File: config.mk
export PLATFORM = sky130hd
export DESIGN_NAME = sclClockSync
export DESIGN_NICKNAME = d
export VERILOG_FILES = /design/src/rtl/scl_sync_pkg.sv /design/src/rtl/sclSyncDatapath.sv /design/src/rtl/sclSyncControl.sv /design/src/rtl/sclClockSync.sv
export SDC_FILE = /design/constraint.sdc
export NUM_CORES = 1
export LEC_CHECK = 0
export CAP_MARGIN = 25
export CELL_PAD_IN_SITES_DETAIL_PLACEMENT = 1
export CELL_PAD_IN_SITES_GLOBAL_PLACEMENT = 1
export CORE_MARGIN = 4
export CORE_UTILIZATION = 30
export CTS_CLUSTER_DIAMETER = 200
export DETAILED_ROUTE_END_ITERATION = 16
export DONT_BUFFER_PORTS = 1
export GPL_TIMING_DRIVEN = 0
export HOLD_SLACK_MARGIN = 0.06
export PLACE_DENSITY = 0.59
export SLEW_MARGIN = 25
export SYNTH_ARGS = -nofsm -noshare
export SYNTH_HDL_FRONTEND = slang
export SYNTH_SLANG_ARGS = --single-unit
export TNS_END_PERCENT = 100
File: constraint.sdc
create_clock -name clk -period 1.85 [get_ports clk]
set_input_delay 0.0925 -clock clk [delete_from_list [all_inputs] [get_ports clk]]
set_output_delay 0.0925 -clock clk [all_outputs]
set_load 0.01 [all_outputs]
File: src/rtl/scl_sync_pkg.sv
package scl_sync_pkg;

  typedef enum logic [1:0] {
    ST_IDLE = 2'd0,
    ST_WAIT = 2'd1,
    ST_HIGH = 2'd2,
    ST_LOW  = 2'd3
  } sclState_e;

  // strobes from control to datapath
  typedef struct packed {
    logic load;   // capture period counts
    logic clear;  // counter to zero
    logic start;  // counter to one (first cycle of a phase)
    logic inc;    // counter advance
  } cntCtl_t;

endpackage

File: src/rtl/sclSyncDatapath.sv
module sclSyncDatapath
  import scl_sync_pkg::*;
#(
  parameter int CNT_W = 16
) (
  input  logic             clk,
  input  logic             rstN,
  input  cntCtl_t          ctl,
  input  logic [CNT_W-1:0] lowCount,
  input  logic [CNT_W-1:0] highCount,
  input  logic             sclIn,
  output logic             lowDone,
  output logic             highDone,
  output logic             fallSeen
);

  localparam logic [CNT_W-1:0] ONE = CNT_W'(1);

  logic [CNT_W-1:0] lowLat;
  logic [CNT_W-1:0] highLat;
  logic [CNT_W-1:0] phaseCnt;
  logic             sclPrev;

  // captured periods, zero promoted to one
  always_ff @(posedge clk) begin
    if (!rstN) begin
      lowLat  <= ONE;
      highLat <= ONE;
    end else if (ctl.load) begin
      lowLat  <= (lowCount  == '0) ? ONE : lowCount;
      highLat <= (highCount == '0) ? ONE : highCount;
    end
  end

  always_ff @(posedge clk) begin
    if (!rstN) begin
      phaseCnt <= '0;
    end else if (ctl.clear) begin
      phaseCnt <= '0;
    end else if (ctl.start) begin
      phaseCnt <= ONE;
    end else if (ctl.inc) begin
      phaseCnt <= phaseCnt + ONE;
    end
  end

  always_ff @(posedge clk) begin
    if (!rstN) begin
      sclPrev <= 1'b1;
    end else begin
      sclPrev <= sclIn;
    end
  end

  assign lowDone  = (phaseCnt == lowLat);
  assign highDone = (phaseCnt == highLat);
  assign fallSeen = sclPrev & ~sclIn;

endmodule

File: src/rtl/sclSyncControl.sv
module sclSyncControl
  import scl_sync_pkg::*;
(
  input  logic    clk,
  input  logic    rstN,
  input  logic    enable,
  input  logic    sclIn,
  input  logic    lowDone,
  input  logic    highDone,
  input  logic    fallSeen,
  output cntCtl_t ctl,
  output logic    pullQ,
  output logic    riseQ,
  output logic    fallQ
);

  sclState_e state;
  sclState_e stateNext;
  logic      pullNext;
  logic      riseNext;

  always_comb begin
    ctl       = '0;
    stateNext = state;
    pullNext  = pullQ;
    riseNext  = 1'b0;
    if (!enable) begin
      stateNext = ST_IDLE;
      pullNext  = 1'b0;
      ctl.clear = 1'b1;
    end else begin
      case (state)
        ST_IDLE: begin
          ctl.load  = 1'b1;
          ctl.clear = 1'b1;
          pullNext  = 1'b0;
          stateNext = ST_WAIT;
        end
        ST_WAIT: begin
          // released; high count waits for the line itself
          if (sclIn) begin
            stateNext = ST_HIGH;
            ctl.start = 1'b1;
            riseNext  = 1'b1;
          end
        end
        ST_HIGH: begin
          if (!sclIn || highDone) begin
            stateNext = ST_LOW;
            pullNext  = 1'b1;
            ctl.start = 1'b1;
          end else begin
            ctl.inc = 1'b1;
          end
        end
        ST_LOW: begin
          if (lowDone) begin
            stateNext = ST_WAIT;
            pullNext  = 1'b0;
          end else begin
            ctl.inc = 1'b1;
          end
        end
        default: begin
          stateNext = ST_IDLE;
          pullNext  = 1'b0;
          ctl.clear = 1'b1;
        end
      endcase
    end
  end

  always_ff @(posedge clk) begin
    if (!rstN) begin
      state <= ST_IDLE;
      pullQ <= 1'b0;
      riseQ <= 1'b0;
      fallQ <= 1'b0;
    end else begin
      state <= stateNext;
      pullQ <= pullNext;
      riseQ <= riseNext;
      fallQ <= enable & fallSeen;
    end
  end

endmodule

File: src/rtl/sclClockSync.sv
module sclClockSync
  import scl_sync_pkg::*;
#(
  parameter int CNT_W = 16
) (
  input  logic             clk,
  input  logic             rstN,
  input  logic             enable,
  input  logic             sclIn,
  input  logic [CNT_W-1:0] lowCount,
  input  logic [CNT_W-1:0] highCount,
  output logic             sclPullLow,
  output logic             sclRise,
  output logic             sclFall
);

  cntCtl_t ctl;
  logic    lowDone;
  logic    highDone;
  logic    fallSeen;
  logic    pullQ;

  sclSyncDatapath #(.CNT_W(CNT_W)) u_dp (
    .clk       (clk),
    .rstN      (rstN),
    .ctl       (ctl),
    .lowCount  (lowCount),
    .highCount (highCount),
    .sclIn     (sclIn),
    .lowDone   (lowDone),
    .highDone  (highDone),
    .fallSeen  (fallSeen)
  );

  sclSyncControl u_ctl (
    .clk      (clk),
    .rstN     (rstN),
    .enable   (enable),
    .sclIn    (sclIn),
    .lowDone  (lowDone),
    .highDone (highDone),
    .fallSeen (fallSeen),
    .ctl      (ctl),
    .pullQ    (pullQ),
    .riseQ    (sclRise),
    .fallQ    (sclFall)
  );

  // release is immediate on disable
  assign sclPullLow = pullQ & enable;

endmodule

==> results of run 1 <==
-- per-layer routing --
metal,wire length [um],GRT usage,vias to the layer above
li1,-,-,1245
met1,4060,0.208,1243
met2,4450,0.297,33
met3,215,0.0255,6
met4,63,0.0332,0
met5,0,0,-
-- power groups by stage --
stage,sequential (uW),combinational [uW],clock [uW]
CTS,1250,354,841
global placement,1280,241,0
global route,1250,397,890
detailed placement,1290,248,0
floorplan,1270,190,0
finish,1250,357,817
-- path summary, 6_finish.rpt --
check	from	cells past startpoint	to	slack, ns
setup / recovery	u_dp.phaseCnt[9]$_SDFFE_PP0P_	9	u_dp.phaseCnt[1]$_SDFFE_PP0P_	-0.20
hold / removal	rstN	2	u_ctl.state[0]$_SDFFE_PN0P_	0.06
setup reg to reg	u_dp.phaseCnt[9]$_SDFFE_PP0P_	9	u_dp.phaseCnt[1]$_SDFFE_PP0P_	-0.20
hold reg to reg	u_dp.sclPrev$_SDFF_PN1_	2	u_ctl.fallQ$_SDFF_PN0_	0.44
-- cell type report --
| type | count | area [um2] | area share |
|---|---|---|---|
| tap | 108 | 135 | 0.0357 |
| sequential | 54 | 1120 | 0.295 |
| inverter | 4 | 15.0 | 0.00396 |
| clock buffer | 6 | 72.6 | 0.0192 |
| buffer | 19 | 149 | 0.0393 |
| multi-input combinational | 247 | 1710 | 0.450 |
| timing repair buffer | 54 | 557 | 0.147 |
| clock inverter | 2 | 37.5 | 0.00991 |
-- sequential cells by signal, indices dropped and copies added, names as in the netlist --
register / count
u_ctl.fallQ: 1
u_ctl.pullQ: 1
u_ctl.riseQ: 1
u_ctl.state: 2
u_dp.highLat: 16
u_dp.lowLat: 16
u_dp.phaseCnt: 16
u_dp.sclPrev: 1
-- cell families (layout without fill, tap and decap cells) --
| kind of cell | after synthesis | in the layout |
|---|---|---|
| DFF | 54 | 54 |
| adders and majority gates | 6 | 6 |
| and+or+nand+nor | 131 | 131 |
| muxes | 2 | 2 |
| buffers and inverters | 24 | 85 |
| AOI/OAI and AO/OA | 75 | 75 |
| xor gates and xnor gates | 33 | 33 |
-- stage by stage --
stage,std cells,util
4_1_cts,493,0.422
3_3_place_gp,433,0.329
3_5_place_dp,433,0.329
5_1_grt,494,0.426
6_report,494,0.426
2_1_floorplan,325,-
-- cells in the mapped netlist, types with 2 or more instances --
| library cell | instances |
|---|---|
| a21boi_0 | 31 |
| a21oi_1 | 14 |
| a21oi_2 | 3 |
| a41oi_1 | 3 |
| and2_1 | 3 |
| and3_1 | 4 |
| buf_2 | 5 |
| buf_6 | 4 |
| clkbuf_1 | 10 |
| dfxtp_1 | 54 |
| ha_1 | 6 |
| inv_1 | 4 |
| mux2i_1 | 2 |
| nand2_1 | 72 |
| nand2b_1 | 2 |
| nand3_1 | 4 |
| nand4_1 | 6 |
| nor2_1 | 6 |
| nor3_1 | 2 |
| nor4_1 | 11 |
| nor4_2 | 3 |
| o211ai_1 | 2 |
| o21ai_0 | 2 |
| o21ai_1 | 11 |
| o31ai_1 | 3 |
| or3_1 | 11 |
| or4_1 | 3 |
| xor2_1 | 32 |
-- repair_timing --
item | 4_1_cts | 5_1_grt
buffers inserted | 14 | 2
hold buffers | 35 | 0
gates cloned | 3 | 0
pin swaps | 21 | 4
setup endpoints to repair | 19 | 48
hold endpoints to repair | 36 | 0
resized for setup | 54 | 18
-- critical path, cell delays in order, from the launching register on --
cell and delay (ns):
dfxtp_4 0.39, xor2_2 0.18, nor4_2 0.26, buf_4 0.16
nand4_1 0.12, a32oi_2 0.31, buf_6 0.17, buf_12 0.13
mux2i_4 0.21, nor2_2 0.04
==> metrics.txt, run 1 <==
root buffer cell=clkbuf_8; hold crit path type=in2reg; largest family of logic cells by synthesized area=simple AND/OR/NAND/NOR gates; Die H=about 100 um; Synth cell types=40; Post-Route Skew=~0.007 ns; Synth top area share=0.388; Syn Area/Cell=between 8 and 9 um2; fraction of power spent switching nets=0.262; All-Layer GR Usage=0.165; total number of vias=approximately 2500; design area=around 3800 um2; ys flop type=dfxtp_1; Max VDD drop=0.000356 V; power share of the sequential group=0.515; CTS tree=built; most frequent cells in the layout=nand2_1, dfxtp_1, dlygate4sd3_1; Worst Max-Slew Pin Slew=~0.52 ns; Setup WS pre-CTS=-0.481 ns; Cells after Synth=~330; clock slew at reported path FFs=roughly 0.10 ns; 1st-iter DRT viols=between 60 and 70; failing checks=negative setup slack; FF+latch count, synth=between 50 and 60; WL/cell=17.8 um; EDFF count, synth=0; Clock power frac=0.337; initial antenna violation count=0; die width=104 um; Hold WS=~0.056 ns; Num Clock Sinks=54; commonest non-fill, non-tap cell in the layout=nand2_1; post-route ant nets=0; Psw=636 uW; cell-internal power=between 1500 and 2000 uW; # fillers=between 1000 and 1500; Final min period=2.05 ns; H-tree depth=2; top post-synthesis cells by area=dfxtp_1, xor2_1, nand2_1; largest area contributor in the netlist=dfxtp_1; number of max-cap violations=0; PD cells=639 nW/um2; area delta synth->final=36.0%; Syn Std Cell Area=between 2000 and 3000 um2; post-synthesis xor/xnor area fraction=0.104; DRC=0; Synthesis Warnings=0; vias in the first global route=~2700; syn_nets=367; GRT overflow=0; CORE AREA=roughly 9000 um2; TritonRoute pass-1 iters=4; DP Wirelength=just under 6000 um; Logic pwr share=0.148; RSZ-0062 raised after global routing=true; largest net degree at the start of global routing=17; Post-Synth Adder-Cell Area=0.0269; global-route wire length before repair=between 10000 and 15000 um; status=finished with violations; Max Clk Rate=between 400 and 500 MHz; final worst slack=-0.199 ns; Final Hold Vio Count=0; Final GP Congestion=0.717; Placement Cell Area=between 2000 and 3000 um2; crit share post-route=1.11; num ports=39; Crit Path Class=reg2reg; total power draw=roughly 2400 uW; die area=between 10000 and 15000 um2; Initial Utilization=0.313; number of port buffers=0; Leakage Power=0.00149 uW; Sum Neg Setup Slack=-2.73 ns; Worst EP required=2.06 ns; Post-synth ARST share=0; final wirelength=approximately 8800 um; Max Slew Vio Count=0; data arrival time of the critical path=approximately 2.3 ns; cts bufs inserted=5; crit path capture type=flop; multiplexer share of the synthesized area=0.00718; Clk Latency, worst-skew pair=0.31 ns; Ant. Diodes=0; routed vias/inst=~5.1; share of layout cells above drive strength 1=0.225; crit path launch type=flop; fin nets=427; Post-Synth Simple-Gate Area=0.233; # setup viols final=19; crit-path max FO=5; sequential fraction of the synthesis area=0.388; Slew headroom=0.648; compound-cell area share of the yosys netlist=0.190; Clock Path Buffers=2; std cell rows=34
Note: power is estimated with default switching activity, not from simulation.
==> inputs of run 2 (changes only) <==
--- a/config.mk
+++ b/config.mk
@@ -15,7 +15,7 @@
 export DONT_BUFFER_PORTS = 1
 export GPL_TIMING_DRIVEN = 0
 export HOLD_SLACK_MARGIN = 0.06
-export PLACE_DENSITY = 0.59
+export PLACE_DENSITY = 0.58
 export SLEW_MARGIN = 25
 export SYNTH_ARGS = -nofsm -noshare
 export SYNTH_HDL_FRONTEND = slang
==> run 2 against run 1 <==
Against the previous run:
- the run still ends with negative setup slack left
- total power is 7.8% higher
- combinational power is 1% higher
- sequential power hardly changed
- sequential cell count stayed put
- critical path type unchanged
- critical endpoint unchanged
- largest power group unchanged
==> metrics.txt, run 2 (same netlist as run 1, synthesis figures left out) <==
hold crit path type=in2reg; num ports=39; data arrival time of the critical path=around 2.3 ns; crit path capture type=flop; TritonRoute pass-1 iters=4; commonest non-fill, non-tap cell in the layout=nand2_1; total power draw=about 2600 uW; share of layout cells above drive strength 1=0.245; fin nets=420; Crit Path Class=reg2reg; Num Clock Sinks=between 50 and 60; total number of vias=2492; crit-path max FO=5; PD cells=just under 700 nW/um2; crit share post-route=1.11; Ant. Diodes=0; DRC=0; Clk Latency, worst-skew pair=just over 0.3 ns; initial antenna violation count=0; CTS tree=built; clock slew at reported path FFs=0.10 ns; # setup viols final=18; largest net degree at the start of global routing=17; routed vias/inst=~5.1; Max VDD drop=~0.00034 V; Leakage Power=~0.0015 uW; final worst slack=-0.206 ns; Initial Utilization=0.313; Placed Cells=roughly 430; Worst Max-Slew Pin Slew=0.425 ns; RSZ-0062 raised after global routing=true; Slew headroom=0.717; die width=104 um; top flop regs=u_dp.highLat x16, u_dp.lowLat x16, u_dp.phaseCnt x16; non-filler cells, final=slightly below 500; Post-Route Skew=0.00702 ns; H-tree depth=2; Clock Path Buffers=2; Max Clk Rate=486 MHz; post-route ant nets=0; number of max-cap violations=0; area delta synth->final=35.6%; 1st-iter DRT viols=84; number of port buffers=0; design area=3780 um2; GRT overflow=0; cts bufs inserted=5; Worst EP required=roughly 2 ns; root buffer cell=clkbuf_8; CORE AREA=8890 um2; Sum Neg Setup Slack=-2.37 ns; vias in the first global route=2621; std cell rows=34; Setup WS pre-CTS=-0.528 ns; Max Slew Vio Count=0; global-route wire length before repair=14200 um; Final min period=between 2 and 2.5 ns; WL/cell=around 18 um; failing checks=negative setup slack; Placement Cell Area=2930 um2; DP Wirelength=approximately 5900 um; crit path launch type=flop; status=finished with violations; Final GP Congestion=0.747; Final Hold Vio Count=0; Die H=around 100 um; final wirelength=slightly below 9000 um; die area=roughly 11000 um2; most frequent cells in the layout=nand2_1, dfxtp_1, dlygate4sd3_1; All-Layer GR Usage=0.161
## run 2: path summary, 6_finish.rpt
kind                                                     from                             to  slack, ns  cells past startpoint
worst max-delay path            u_dp.phaseCnt[8]$_SDFFE_PP0P_  u_dp.phaseCnt[1]$_SDFFE_PP0P_      -0.21                      8
worst min-delay path                                    sclIn  u_dp.phaseCnt[3]$_SDFFE_PP0P_       0.07                      2
worst max register to register  u_dp.phaseCnt[8]$_SDFFE_PP0P_  u_dp.phaseCnt[1]$_SDFFE_PP0P_      -0.21                      8
worst min register to register        u_dp.sclPrev$_SDFF_PN1_         u_ctl.fallQ$_SDFF_PN0_       0.43                      2
## run 2: where the power goes
part / internal, uW / switching (uW)
Clock: 578 / 419
Combinational: 177 / 185
Sequential: 1200 / 47.1
## run 2: through the flow
step,util,hold WS (ns)
floorplan,-,0.188
global placement,0.329,0.200
detailed placement,0.329,0.200
CTS,0.401,0.0943
global route,0.425,0.0729
finish,0.425,0.0666
## run 2: worst max-delay path: stages (launching register included)
cell and delay [ns]:
dfxtp_4 0.38, xor2_1 0.15, nor4_2 0.41, nand4_1 0.17, a32oi_2 0.29, buf_6 0.18
buf_12 0.12, mux2i_2 0.21, nor2_2 0.04
## run 2: what timing repair did
item | in CTS | in global routing
cloned | 1 | 0
endpoints found under the hold margin | 38 | 0
gates resized for setup | 26 | 53
hold buffers | 35 | 0
buffers inserted | 7 | 8
endpoints found under the setup margin | 19 | 48
pin swaps | 6 | 25
## run 2: cell type report
type                    count  area, um2
fillers                  1007       5110
multi-input cells         247       1760
flip-flops and latches     54       1120
repair buffers             50        498
well taps                 108        135
plain buffers              16        109
clock buffers               6       82.6
clock inverters             2       60.1
inverters                   4       15.0
## run 2: routing by layer
layer | global-route usage | vias up | part of all wire
li1 | - | 1229 | -
met1 | 0.214 | 1216 | 0.46
met2 | 0.278 | 41 | 0.50
met3 | 0.0236 | 6 | 0.028
met4 | 0.0294 | 0 | 0.0072
met5 | 0 | - | 0
